File: src/rtl/cq_pkg.sv
package cq_pkg;

  typedef struct packed {
    logic valid;
    logic done;
    logic exc;
    logic store;
  } cq_flags_t;

  // Advance a ring index by step, wrapping at depth.
  function automatic int f_ring_next(input int ptr, input int step, input int depth);
    return (ptr + step) % depth;
  endfunction

  // New occupancy after allocations and retirements.
  function automatic int f_occ_next(input int occ, input int add, input int sub);
    return occ + add - sub;
  endfunction

  // Resume address: oldest remaining entry, or the fetch address when empty.
  function automatic logic [63:0] f_resume(input logic empty, input logic [63:0] head_pc,
                                           input logic [63:0] fetch);
    return empty ? fetch : head_pc;
  endfunction

endpackage

File: src/rtl/cq_ring.sv
module cq_ring
  import cq_pkg::*;
#(
  parameter int DEPTH = 5,
  parameter int PC_W  = 16,
  localparam int PTR_W = $clog2(DEPTH),
  localparam int OCC_W = $clog2(DEPTH + 1)
) (
  input  logic             clk,
  input  logic             rst_n,
  input  logic             alloc,
  input  logic [PC_W-1:0]  alloc_pc,
  input  logic             alloc_store,
  input  logic             fin_valid,
  input  logic [PTR_W-1:0] fin_tag,
  input  logic             fin_exc,
  input  logic [1:0]       pop_cnt,
  input  logic             flush,
  output logic [PTR_W-1:0] tail_ptr,
  output logic [OCC_W-1:0] occ,
  output cq_flags_t        h0_f,
  output logic [PC_W-1:0]  h0_pc,
  output cq_flags_t        h1_f,
  output logic [PC_W-1:0]  h1_pc
);

  logic [PTR_W-1:0] head_q, tail_q, head1;
  logic [OCC_W-1:0] occ_q;
  cq_flags_t [DEPTH-1:0] f_all;
  logic [DEPTH-1:0][PC_W-1:0] pc_all;

  assign head1 = PTR_W'(f_ring_next(int'(head_q), 1, DEPTH));

  for (genvar g = 0; g < DEPTH; g++) begin : g_slot
    cq_flags_t       f_q;
    logic [PC_W-1:0] pc_q;
    logic            hit_alloc, hit_pop, hit_fin;

    assign hit_alloc = alloc && (tail_q == PTR_W'(g));
    assign hit_pop   = ((pop_cnt != 2'd0) && (head_q == PTR_W'(g))) ||
                       ((pop_cnt == 2'd2) && (head1 == PTR_W'(g)));
    assign hit_fin   = fin_valid && (fin_tag == PTR_W'(g)) && f_q.valid;

    always_ff @(posedge clk) begin
      if (!rst_n || flush) begin
        f_q <= '0;
      end else if (hit_alloc) begin
        f_q <= '{valid: 1'b1, done: 1'b0, exc: 1'b0, store: alloc_store};
      end else if (hit_pop) begin
        f_q <= '0;
      end else if (hit_fin) begin
        f_q.done <= 1'b1;
        f_q.exc  <= fin_exc;
      end
    end

    always_ff @(posedge clk) begin
      if (hit_alloc) pc_q <= alloc_pc;
    end

    assign f_all[g]  = f_q;
    assign pc_all[g] = pc_q;
  end

  always_ff @(posedge clk) begin
    if (!rst_n || flush) begin
      head_q <= '0;
      tail_q <= '0;
      occ_q  <= '0;
    end else begin
      head_q <= PTR_W'(f_ring_next(int'(head_q), int'(pop_cnt), DEPTH));
      if (alloc) tail_q <= PTR_W'(f_ring_next(int'(tail_q), 1, DEPTH));
      occ_q  <= OCC_W'(f_occ_next(int'(occ_q), int'(alloc), int'(pop_cnt)));
    end
  end

  assign tail_ptr = tail_q;
  assign occ      = occ_q;
  assign h0_f     = f_all[head_q];
  assign h0_pc    = pc_all[head_q];
  assign h1_f     = f_all[head1];
  assign h1_pc    = pc_all[head1];

endmodule

File: src/rtl/cq_retire.sv
module cq_retire
  import cq_pkg::*;
#(
  parameter int PC_W = 16
) (
  input  cq_flags_t       h0_f,
  input  logic [PC_W-1:0] h0_pc,
  input  cq_flags_t       h1_f,
  input  logic [PC_W-1:0] h1_pc,
  input  logic            pend,
  input  logic            gate_done,
  input  logic            sb_full,
  input  logic            mem_gnt,
  output logic [1:0]      ret_valid,
  output logic [1:0]      pop_cnt,
  output logic            push,
  output logic [PC_W-1:0] push_pc
);

  logic room, ok0, ok1, r0, r1;

  assign room = !sb_full || mem_gnt;
  assign ok0  = h0_f.valid && h0_f.done && !h0_f.exc;
  assign ok1  = h1_f.valid && h1_f.done && !h1_f.exc;

  // Head may go unless the gate has already used its one retirement.
  assign r0 = ok0 && !gate_done && (!h0_f.store || room);
  // Second slot only with no interrupt pending and store-slot room left.
  assign r1 = r0 && !pend && ok1 && (!h1_f.store || (room && !h0_f.store));

  assign ret_valid = {r1, r0};
  assign pop_cnt   = 2'(r0) + 2'(r1);
  assign push      = (r0 && h0_f.store) || (r1 && h1_f.store);
  assign push_pc   = (r0 && h0_f.store) ? h0_pc : h1_pc;

endmodule

File: src/rtl/cq_stbuf.sv
module cq_stbuf #(
  parameter int PC_W = 16
) (
  input  logic            clk,
  input  logic            rst_n,
  input  logic            push,
  input  logic [PC_W-1:0] push_pc,
  input  logic            mem_gnt,
  output logic            full,
  output logic [PC_W-1:0] mem_pc
);

  logic            full_q;
  logic [PC_W-1:0] pc_q;

  always_ff @(posedge clk) begin
    if (!rst_n) begin
      full_q <= 1'b0;
      pc_q   <= '0;
    end else begin
      if (push) pc_q <= push_pc;
      full_q <= push || (full_q && !mem_gnt);
    end
  end

  assign full   = full_q;
  assign mem_pc = pc_q;

endmodule

File: src/rtl/cq_irq_gate.sv
module cq_irq_gate
  import cq_pkg::*;
#(
  parameter int PC_W  = 16,
  parameter int MSR_W = 4
) (
  input  logic             clk,
  input  logic             rst_n,
  input  logic             irq_req,
  input  logic             msr_wr,
  input  logic [MSR_W-1:0] msr_wdata,
  input  cq_flags_t        h0_f,
  input  logic [PC_W-1:0]  h0_pc,
  input  logic             q_empty,
  input  logic             sb_full,
  input  logic             head_ret,
  input  logic [PC_W-1:0]  fetch_pc,
  output logic             pend,
  output logic             gate_done,
  output logic             trap_take,
  output logic             irq_take,
  output logic [MSR_W-1:0] msr,
  output logic [PC_W-1:0]  save_pc,
  output logic [MSR_W-1:0] save_msr
);

  logic             gate_q, take;
  logic [MSR_W-1:0] msr_q, ssr_q;
  logic [PC_W-1:0]  spc_q;
  logic [63:0]      resume;

  assign pend      = irq_req && msr_q[0];
  assign trap_take = h0_f.valid && h0_f.done && h0_f.exc && !gate_q;
  assign irq_take  = pend && !trap_take && !sb_full && (gate_q || q_empty);
  assign take      = trap_take || irq_take;
  assign resume    = f_resume(q_empty, 64'(h0_pc), 64'(fetch_pc));

  always_ff @(posedge clk) begin
    if (!rst_n) begin
      gate_q <= 1'b0;
      msr_q  <= '0;
      ssr_q  <= '0;
      spc_q  <= '0;
    end else begin
      gate_q <= pend && !take && (gate_q || head_ret);
      if (take) begin
        msr_q <= msr_q & ~MSR_W'(1);
        ssr_q <= msr_q;
        spc_q <= resume[PC_W-1:0];
      end else if (msr_wr) begin
        msr_q <= msr_wdata;
      end
    end
  end

  assign gate_done = gate_q;
  assign msr       = msr_q;
  assign save_pc   = spc_q;
  assign save_msr  = ssr_q;

endmodule

File: src/rtl/retire_queue.sv
module retire_queue
  import cq_pkg::*;
#(
  parameter int DEPTH = 5,
  parameter int PC_W  = 16,
  parameter int MSR_W = 4,
  localparam int PTR_W = $clog2(DEPTH),
  localparam int OCC_W = $clog2(DEPTH + 1)
) (
  input  logic             clk,
  input  logic             rst_n,
  input  logic             disp_valid,
  input  logic [PC_W-1:0]  disp_pc,
  input  logic             disp_store,
  output logic             disp_ready,
  output logic [PTR_W-1:0] disp_tag,
  input  logic             fin_valid,
  input  logic [PTR_W-1:0] fin_tag,
  input  logic             fin_exc,
  output logic [1:0]       ret_valid,
  output logic             mem_req,
  output logic [PC_W-1:0]  mem_pc,
  input  logic             mem_gnt,
  input  logic             irq_req,
  input  logic [PC_W-1:0]  fetch_pc,
  input  logic             msr_wr,
  input  logic [MSR_W-1:0] msr_wdata,
  output logic [MSR_W-1:0] msr,
  output logic             trap_take,
  output logic             irq_take,
  output logic [PC_W-1:0]  save_pc,
  output logic [MSR_W-1:0] save_msr
);

  // Named internal events, visible to the bound checker.
  logic [OCC_W-1:0] occ_w;
  logic             pend_w, gate_w, sb_full_w, push_w, flush_w, alloc_w;
  logic [1:0]       pop_w;
  logic [PC_W-1:0]  push_pc_w, h0_pc_w, h1_pc_w;
  cq_flags_t        h0_w, h1_w;

  assign flush_w    = trap_take || irq_take;
  assign disp_ready = (occ_w != OCC_W'(DEPTH)) && !pend_w && !trap_take;
  assign alloc_w    = disp_valid && disp_ready;
  assign mem_req    = sb_full_w;

  cq_ring #(.DEPTH(DEPTH), .PC_W(PC_W)) u_ring (
    .clk(clk), .rst_n(rst_n),
    .alloc(alloc_w), .alloc_pc(disp_pc), .alloc_store(disp_store),
    .fin_valid(fin_valid), .fin_tag(fin_tag), .fin_exc(fin_exc),
    .pop_cnt(pop_w), .flush(flush_w),
    .tail_ptr(disp_tag), .occ(occ_w),
    .h0_f(h0_w), .h0_pc(h0_pc_w), .h1_f(h1_w), .h1_pc(h1_pc_w)
  );

  cq_retire #(.PC_W(PC_W)) u_ret (
    .h0_f(h0_w), .h0_pc(h0_pc_w), .h1_f(h1_w), .h1_pc(h1_pc_w),
    .pend(pend_w), .gate_done(gate_w), .sb_full(sb_full_w), .mem_gnt(mem_gnt),
    .ret_valid(ret_valid), .pop_cnt(pop_w), .push(push_w), .push_pc(push_pc_w)
  );

  cq_stbuf #(.PC_W(PC_W)) u_sb (
    .clk(clk), .rst_n(rst_n), .push(push_w), .push_pc(push_pc_w),
    .mem_gnt(mem_gnt), .full(sb_full_w), .mem_pc(mem_pc)
  );

  cq_irq_gate #(.PC_W(PC_W), .MSR_W(MSR_W)) u_gate (
    .clk(clk), .rst_n(rst_n), .irq_req(irq_req),
    .msr_wr(msr_wr), .msr_wdata(msr_wdata),
    .h0_f(h0_w), .h0_pc(h0_pc_w), .q_empty(occ_w == '0),
    .sb_full(sb_full_w), .head_ret(ret_valid[0]), .fetch_pc(fetch_pc),
    .pend(pend_w), .gate_done(gate_w), .trap_take(trap_take), .irq_take(irq_take),
    .msr(msr), .save_pc(save_pc), .save_msr(save_msr)
  );

endmodule

File: config.mk
export PLATFORM = sky130hd
export DESIGN_NAME = retire_queue
export DESIGN_NICKNAME = d
export VERILOG_FILES = /design/src/rtl/cq_pkg.sv /design/src/rtl/cq_ring.sv /design/src/rtl/cq_retire.sv /design/src/rtl/cq_stbuf.sv /design/src/rtl/cq_irq_gate.sv /design/src/rtl/retire_queue.sv
export SDC_FILE = /design/constraint.sdc
export NUM_CORES = 1
export LEC_CHECK = 0
export ABC_CLOCK_PERIOD_IN_PS = 11700
export BUFFER_PORTS_ARGS = -buffer_cell sky130_fd_sc_hd__buf_2
export CAP_MARGIN = 0
export CORE_MARGIN = 2
export CORE_UTILIZATION = 30
export CTS_CLUSTER_DIAMETER = 50
export DETAILED_ROUTE_END_ITERATION = 6
export PLACE_DENSITY_LB_ADDON = 0.1
export SYNTH_ARGS = -nofsm -noshare
export SYNTH_HDL_FRONTEND = slang
export SYNTH_SLANG_ARGS = --single-unit
File: constraint.sdc
create_clock -name clk -period 11.7 [get_ports clk]
set_clock_uncertainty 0.1 [all_clocks]
set_input_delay 0 -clock clk [delete_from_list [all_inputs] [get_ports clk]]
set_output_delay 0 -clock clk [all_outputs]
set_load 0.05 [all_outputs]
==> results of run 1 <==
[routing by layer]
metal	GRT usage, %	up-vias	part of all wire, %	wire length (µm)
li1	-	3153	-	-
met1	24.7	3034	52	12100
met2	25.2	137	43	10000
met3	3.09	19	3.6	833
met4	4.31	0	1.4	325
met5	0	-	0	0
[placed cells by master (no fill, tap or decap), types with 3 or more instances in the layout]
| master | n |
|---|---|
| o221a_1 | 16 |
| o31ai_1 | 3 |
| o21a_1 | 3 |
| nor2_1 | 71 |
| xnor2_1 | 6 |
| clkbuf_16 | 18 |
| a211oi_1 | 20 |
| o21ai_1 | 5 |
| inv_6 | 8 |
| a32oi_1 | 3 |
| nand3b_1 | 4 |
| nor3_1 | 4 |
| o31a_1 | 3 |
| dlygate4sd3_1 | 55 |
| o22ai_1 | 3 |
| nand2_1 | 61 |
| nor2b_1 | 10 |
| buf_4 | 10 |
| nand2b_1 | 7 |
| inv_1 | 30 |
| ha_1 | 29 |
| nand3_1 | 23 |
| edfxtp_1 | 80 |
| dfxtp_1 | 69 |
| a21oi_1 | 58 |
| o21ai_0 | 60 |
| mux2_2 | 3 |
| o211ai_1 | 4 |
| or3_1 | 6 |
| o221ai_1 | 16 |
| mux2i_1 | 78 |
| inv_2 | 4 |
| buf_2 | 96 |
[logic make-up after synthesis]
kind of cell / count (synthesis)
adder cells (fa/ha/maj): 31
multiplexers: 82
AO/OA/AOI/OAI: 212
buffers and inverters: 83
XOR/XNOR: 8
flip-flops: 151
AND/OR/NAND/NOR: 214
[cell type report]
class | count | area (µm²) | share of cell area [%]
Multi-Input combinational cell | 547 | 3780 | 38.4
Inverter | 34 | 128 | 1.30
Timing Repair Buffer | 161 | 1110 | 11.2
Clock inverter | 13 | 129 | 1.31
Clock buffer | 19 | 454 | 4.61
Sequential cell | 151 | 3830 | 38.9
Tap cell | 335 | 419 | 4.26
[registers in the layout (all words and copies together), names as in the netlist, 3 cells and up]
name / cells
u_ring.occ: 3
u_gate.save_msr: 4
u_gate.save_pc: 16
u_ring.g_slot.pc_q: 80
u_gate.msr: 4
u_sb.mem_pc: 16
u_ring.f_all: 20
u_ring.head_q: 3
u_ring.tail_ptr: 3
[worst paths after layout]
kind / to / slack, ps / cells past startpoint
setup / recovery: u_ring.head_q[1] / 4590 / 27
hold reg to reg: u_ring.f_all[18] / 350 / 2
hold / removal: u_gate.save_msr[0] / 30 / 4
setup reg to reg: u_ring.head_q[1] / 4590 / 27
[stage by stage]
stage	cells	setup WS, ps	power, mW	cell area [µm²]	utilization (%)
after floorplan	781	6350	0.720	7960	-
after global placement	1173	4720	0.781	8710	33.4
after detailed placement	1173	4530	0.780	8710	33.4
after CTS	1260	4530	1.35	9840	37.8
after global routing	1260	3950	1.40	9840	37.8
final	1260	4590	1.33	9840	37.8
[timing repair]
action | in CTS | in global routing
endpoints found under the setup margin | 0 | 0
resized for setup | 0 | 0
endpoints found under the hold margin | 117 | 0
hold buffers | 55 | 0
[critical path, stage by stage (launching register included)]
cell      delay (ps)
dfxtp_1          320
buf_4            410
inv_2            140
ha_1             590
nand2b_1         300
ha_1             310
nand2b_1         160
a21oi_1           90
o211ai_1         300
nand2_1          220
nor3_4           750
a32oi_2          170
nor2_1           180
o21ai_0          110
ha_1             340
ha_1             230
fa_1             430
xnor2_1          300
ha_1             200
inv_1             40
o211ai_1          90
nand2_1          110
xnor2_1          290
ha_1             240
a21oi_1           70
a21oi_1          250
nor2b_1           80
a211oi_1         190
[report_power, final]
group	leakage [nW]	switching [mW]	internal, mW	total [mW]
Sequential	1.31	0.0159	0.586	0.602
Clock	0.292	0.240	0.313	0.553
Combinational	1.96	0.116	0.0626	0.178
==> results.sh, run 1 <==
export IMPL_yosysMostFrequentCell="edfxtp_1"
export IMPL_netlist_area_leader_share_pct=30.2
export IMPL_drt_wirelength_per_cell_um=18.5
export IMPL_cts_made_buffers=17
export IMPL_dieArea_um2=27800
export IMPL_slew_viol_final=0
export IMPL_grt_usage_pct=16.7
export IMPL_numPortBuffers=96
export IMPL_hold_path_class="primary input to flop"
export IMPL_setup_tns_ps=0
export IMPL_drive_above_1_share_pct=17.8
export IMPL_yosys_area_share_simple_pct=12.9
export IMPL_cts_sinks=151
export IMPL_path_clk_slew_ps=70
export IMPL_tightest_slew_ps=1180
export IMPL_synth_fa_ha_area_share_pct=5.06
export IMPL_grt_remaining_overflow=0
export IMPL_rsz0062_at_grt="no"
export IMPL_syn_nets=860
export IMPL_drt_iter0_markers=521
export IMPL_cts_tree="yes"
export IMPL_cp_startpoint="u_ring.head_q[1]"
export IMPL_num_nets_final=991
export IMPL_cp_max_fo=48
export IMPL_powerDensity_nw_per_um2=135
export IMPL_timing_fmax_mhz=141
export IMPL_relSlewSlack_pct=21.1
export IMPL_synth_top_family_by_area="compound AO/OA/AOI/OAI gates"
export IMPL_synth_distinct_cells=72
export IMPL_start_util_pct=30.5
export IMPL_period_share_pct=60.8
export IMPL_rows=59
export IMPL_seq_area_frac_synth_pct=48.1
export IMPL_cts_root_buf="clkbuf_16"
export IMPL_leakage_nw=3.56
export IMPL_crit_type="flop to flop"
export IMPL_holdCritStartpoint="rst_n"
export IMPL_num_antenna_cells=0
export IMPL_grt_max_degree=58
export IMPL_wl_um=23300
export IMPL_place_congestion=0.789
export IMPL_htree_levels=4
export IMPL_synth_area_um2=7960
export IMPL_synth_top_area_cell="edfxtp_1"
export IMPL_antenna_found_initial=0
export IMPL_synthFlopType="edfxtp_1"
export IMPL_synth_seq_cells=151
export IMPL_fillers=2629
export IMPL_cts_buffer_depth=2
export IMPL_crit_arrival_ps=7340
export IMPL_hold_slack_ps=31.3
export IMPL_synth_compound_area_share_pct=17.8
export IMPL_hold_viol=0
export IMPL_drtPass1Iterations=5
export IMPL_fp_coreArea_um2=26100
export IMPL_synth_xor_area_share_pct=0.975
export IMPL_synth_edf_count=80
export IMPL_grt_pass1_vias=6191
export IMPL_ir_drop_mv=0.0969
export IMPL_ys_warn_count=0
export IMPL_critPathLaunchType="flop"
export IMPL_ys_top_cells_by_area="edfxtp_1 (30%), dfxtp_1 (18%), mux2i_1 (9.8%)"
export IMPL_die_h_um=167
export IMPL_setup_viol=0
export IMPL_async_flop_share_pct=0
export IMPL_clk_latency_ps=420
export IMPL_drc=0
export IMPL_syn_to_final_growth_pct=23.7
export IMPL_io_pins=97
export IMPL_ant_nets=0
export IMPL_synthTopCellsByCount="edfxtp_1 (80), mux2i_1 (78), nor2_1 (72), dfxtp_1 (71), nand2_1 (61)"
export IMPL_grt_pass1_wl_um=36300
export IMPL_num_vias=6343
export IMPL_die_width_um=167
export IMPL_critical_path_required_ps=11920
export IMPL_dp_hpwl_um=16000
export IMPL_synthCells=781
export IMPL_postCtsSetupBuffers=0
export IMPL_syn_avg_cell_area_um2=10.2
export IMPL_status="completed"
export IMPL_drv_cap=0
export IMPL_drt_vias_per_instance=5.03
export IMPL_synthMuxAreaShare_pct=10.5
export IMPL_r2r_start="u_ring.head_q[1]"
export IMPL_fin_crit_ps=7110
export IMPL_end_kind="flop"
Note: power is estimated with default switching activity, not from simulation.
==> inputs of run 2 (changes only) <==
--- a/config.mk
+++ b/config.mk
@@ -5,7 +5,7 @@
 export SDC_FILE = /design/constraint.sdc
 export NUM_CORES = 1
 export LEC_CHECK = 0
-export ABC_CLOCK_PERIOD_IN_PS = 11700
+export ABC_CLOCK_PERIOD_IN_PS = 6100
 export BUFFER_PORTS_ARGS = -buffer_cell sky130_fd_sc_hd__buf_2
 export CAP_MARGIN = 0
 export CORE_MARGIN = 2
==> constraint.sdc (replaced) <==
create_clock -name clk -period 6.1 [get_ports clk]
set_clock_uncertainty 0.1 [all_clocks]
set_input_delay 0 -clock clk [delete_from_list [all_inputs] [get_ports clk]]
set_output_delay 0 -clock clk [all_outputs]
set_load 0.05 [all_outputs]
==> run 2 against run 1 <==
Net effect:
- via count down 0.17%
- sequential cell count unchanged
- non-clock buffer count up 8
==> results.sh, run 2 (synthesis gave the netlist of run 1 again) <==
export IMPL_status="completed"
export IMPL_drive_above_1_share_pct=18.9
export IMPL_grt_pass1_wl_um=36100
export IMPL_crit_cells=26
export IMPL_final_cells=1268
export IMPL_mostFrequentLayoutCell="buf_2"
export IMPL_cts_made_buffers=17
export IMPL_tightest_slew_ps=1190
export IMPL_num_antenna_cells=0
export IMPL_die_h_um=167
export IMPL_r2r_end="u_ring.head_q[1]"
export IMPL_io_pins=97
export IMPL_hold_slack_ps=45.1
export IMPL_grt_remaining_overflow=0
export IMPL_syn_to_final_growth_pct=25.6
export IMPL_num_nets_final=999
export IMPL_die_width_um=167
export IMPL_setup_viol=0
export IMPL_cp_top_family="adder cells"
export IMPL_critPathLaunchType="flop"
export IMPL_cts_sinks=151
export IMPL_fp_coreArea_um2=26100
export IMPL_rows=59
export IMPL_crit_top_cell="ha_1"
export IMPL_p_sw_share_pct=27.5
export IMPL_p_sw_uw=716
export IMPL_path_clk_slew_ps=70
export IMPL_cts_root_buf="clkbuf_16"
export IMPL_max_stage_delay_ps=420
export IMPL_grt_usage_pct=16.8
export IMPL_power_frac_clock_pct=42.7
export IMPL_ant_nets=0
export IMPL_drt_vias_per_instance=4.99
export IMPL_p_int_mw=1.89
export IMPL_fin_crit_ps=5660
export IMPL_leakage_nw=3.62
export IMPL_start_util_pct=30.5
export IMPL_slew_viol_final=0
export IMPL_dieArea_um2=27800
export IMPL_cts_tree="yes"
export IMPL_crit_arrival_ps=5890
export IMPL_seqPwrFrac_pct=44.4
export IMPL_num_vias=6332
export IMPL_cpMaxStageDelayCell="fa_1"
export IMPL_cp_startpoint="u_ring.head_q[1]"
export IMPL_reg2regPathDepth=26
export IMPL_layout_common_cells="buf_2 (96), edfxtp_1 (80), mux2i_1 (78)"
export IMPL_r2r_setup_slack_ps=440
export IMPL_place_congestion=0.809
export IMPL_r2r_start="u_ring.head_q[1]"
export IMPL_hold_path_class="primary input to flop"
export IMPL_powerDensity_nw_per_um2=260
export IMPL_drc=0
export IMPL_drtPass1Iterations=5
export IMPL_p_comb_share_pct=12.9
export IMPL_numPortBuffers=96
export IMPL_largest_reg_flops=80
export IMPL_regMostFlops="u_ring.g_slot.pc_q"
export IMPL_grt_max_degree=58
export IMPL_endpoint="u_ring.head_q[1]"
export IMPL_drt_wirelength_per_cell_um=18.4
export IMPL_fin_ws_ps=437
export IMPL_drt_iter0_markers=390
export IMPL_htree_levels=4
export IMPL_critical_path_required_ps=6330
export IMPL_cts_buffer_depth=2
export IMPL_postCtsSetupBuffers=0
export IMPL_placed_cells_incl_taps=1181
export IMPL_end_kind="flop"
export IMPL_antenna_found_initial=0
export IMPL_clk_latency_ps=430
export IMPL_place_ws_ps=340
export IMPL_path_buf_inv=2
export IMPL_dp_hpwl_um=16100
export IMPL_hold_viol=0
export IMPL_period_share_pct=92.8
export IMPL_wl_um=23300
export IMPL_timing_fmax_mhz=177
export IMPL_grt_pass1_vias=6169
export IMPL_drv_cap=0
export IMPL_cp_max_fo=7
export IMPL_crit_type="flop to flop"
export IMPL_ir_drop_mv=0.196
export IMPL_relSlewSlack_pct=20.0
## run 2: changes by cell type in the layout (fill, tap and decap cells not counted), moves of 2 or more
cell      change
buf_4         +6
inv_6         -4
clkinv_4      +2
clkinv_8      +2
inv_4         -2
inv_8         +2
## run 2: final cells by class
class                   count  area, µm²
multi-input cells         547       3800
inverters                  34        128
fillers                  2579      16100
clock buffers              20        489
well taps                 335        419
repair buffers            169       1180
clock inverters            12        149
flip-flops and latches    151       3830
## run 2: worst min path at each step
stage,startpoint,endpoint,slack (ps),cells past startpoint
finish,rst_n,u_gate.save_pc[0],50,4
floorplan,disp_pc[0],u_ring.g_slot[0].pc_q[0],-1,0
global route,rst_n,u_gate.save_pc[1],50,4
detailed placement,disp_pc[12],u_ring.g_slot[4].pc_q[12],130,1
global placement,disp_pc[12],u_ring.g_slot[0].pc_q[12],140,1
CTS,rst_n,u_gate.save_pc[10],30,4
## run 2: through the flow
stage / setup TNS, ps / total power, mW / instance area, µm² / util (%)
after floorplan: 0 / 1.38 / 7960 / -
after global placement: 0 / 1.49 / 8780 / 33.7
after detailed placement: 0 / 1.49 / 8780 / 33.7
after CTS: 0 / 2.64 / 9970 / 38.3
after global routing: -29.1 / 2.72 / 10000 / 38.4
final: 0 / 2.60 / 10000 / 38.4
## run 2: what timing repair did
action	4_1_cts	5_1_grt
hold buffers	55	0
endpoints found under the setup margin	0	2
hold endpoints to repair	117	0
resized for setup	0	4
## run 2: worst reg2reg max path: cells and delay by family (launching register included)
family | cells | cell delay (ps)
AND/OR/NAND/NOR | 4 | 420
XOR/XNOR | 3 | 840
adder cells (fa/ha/maj) | 8 | 2120
AO/OA/AOI/OAI | 9 | 1570
flip-flops | 1 | 370
buffers and inverters | 2 | 120
## run 2: power by group through the flow
stage                     clock network, mW  logic (mW)  registers [mW]
after floorplan                           0       0.178            1.20
after global routing                   1.19       0.373            1.16
final                                  1.11       0.335            1.16
after global placement                    0       0.314            1.18
after detailed placement                  0       0.314            1.18
after CTS                              1.14       0.340            1.15
## run 2: metal layers
layer	routed length [µm]	global-route usage (%)	vias up
met5	0	0	-
met2	10500	26.6	114
li1	-	-	3167
met3	795	3.11	11
met1	11900	23.9	3040
met4	157	3.82	0
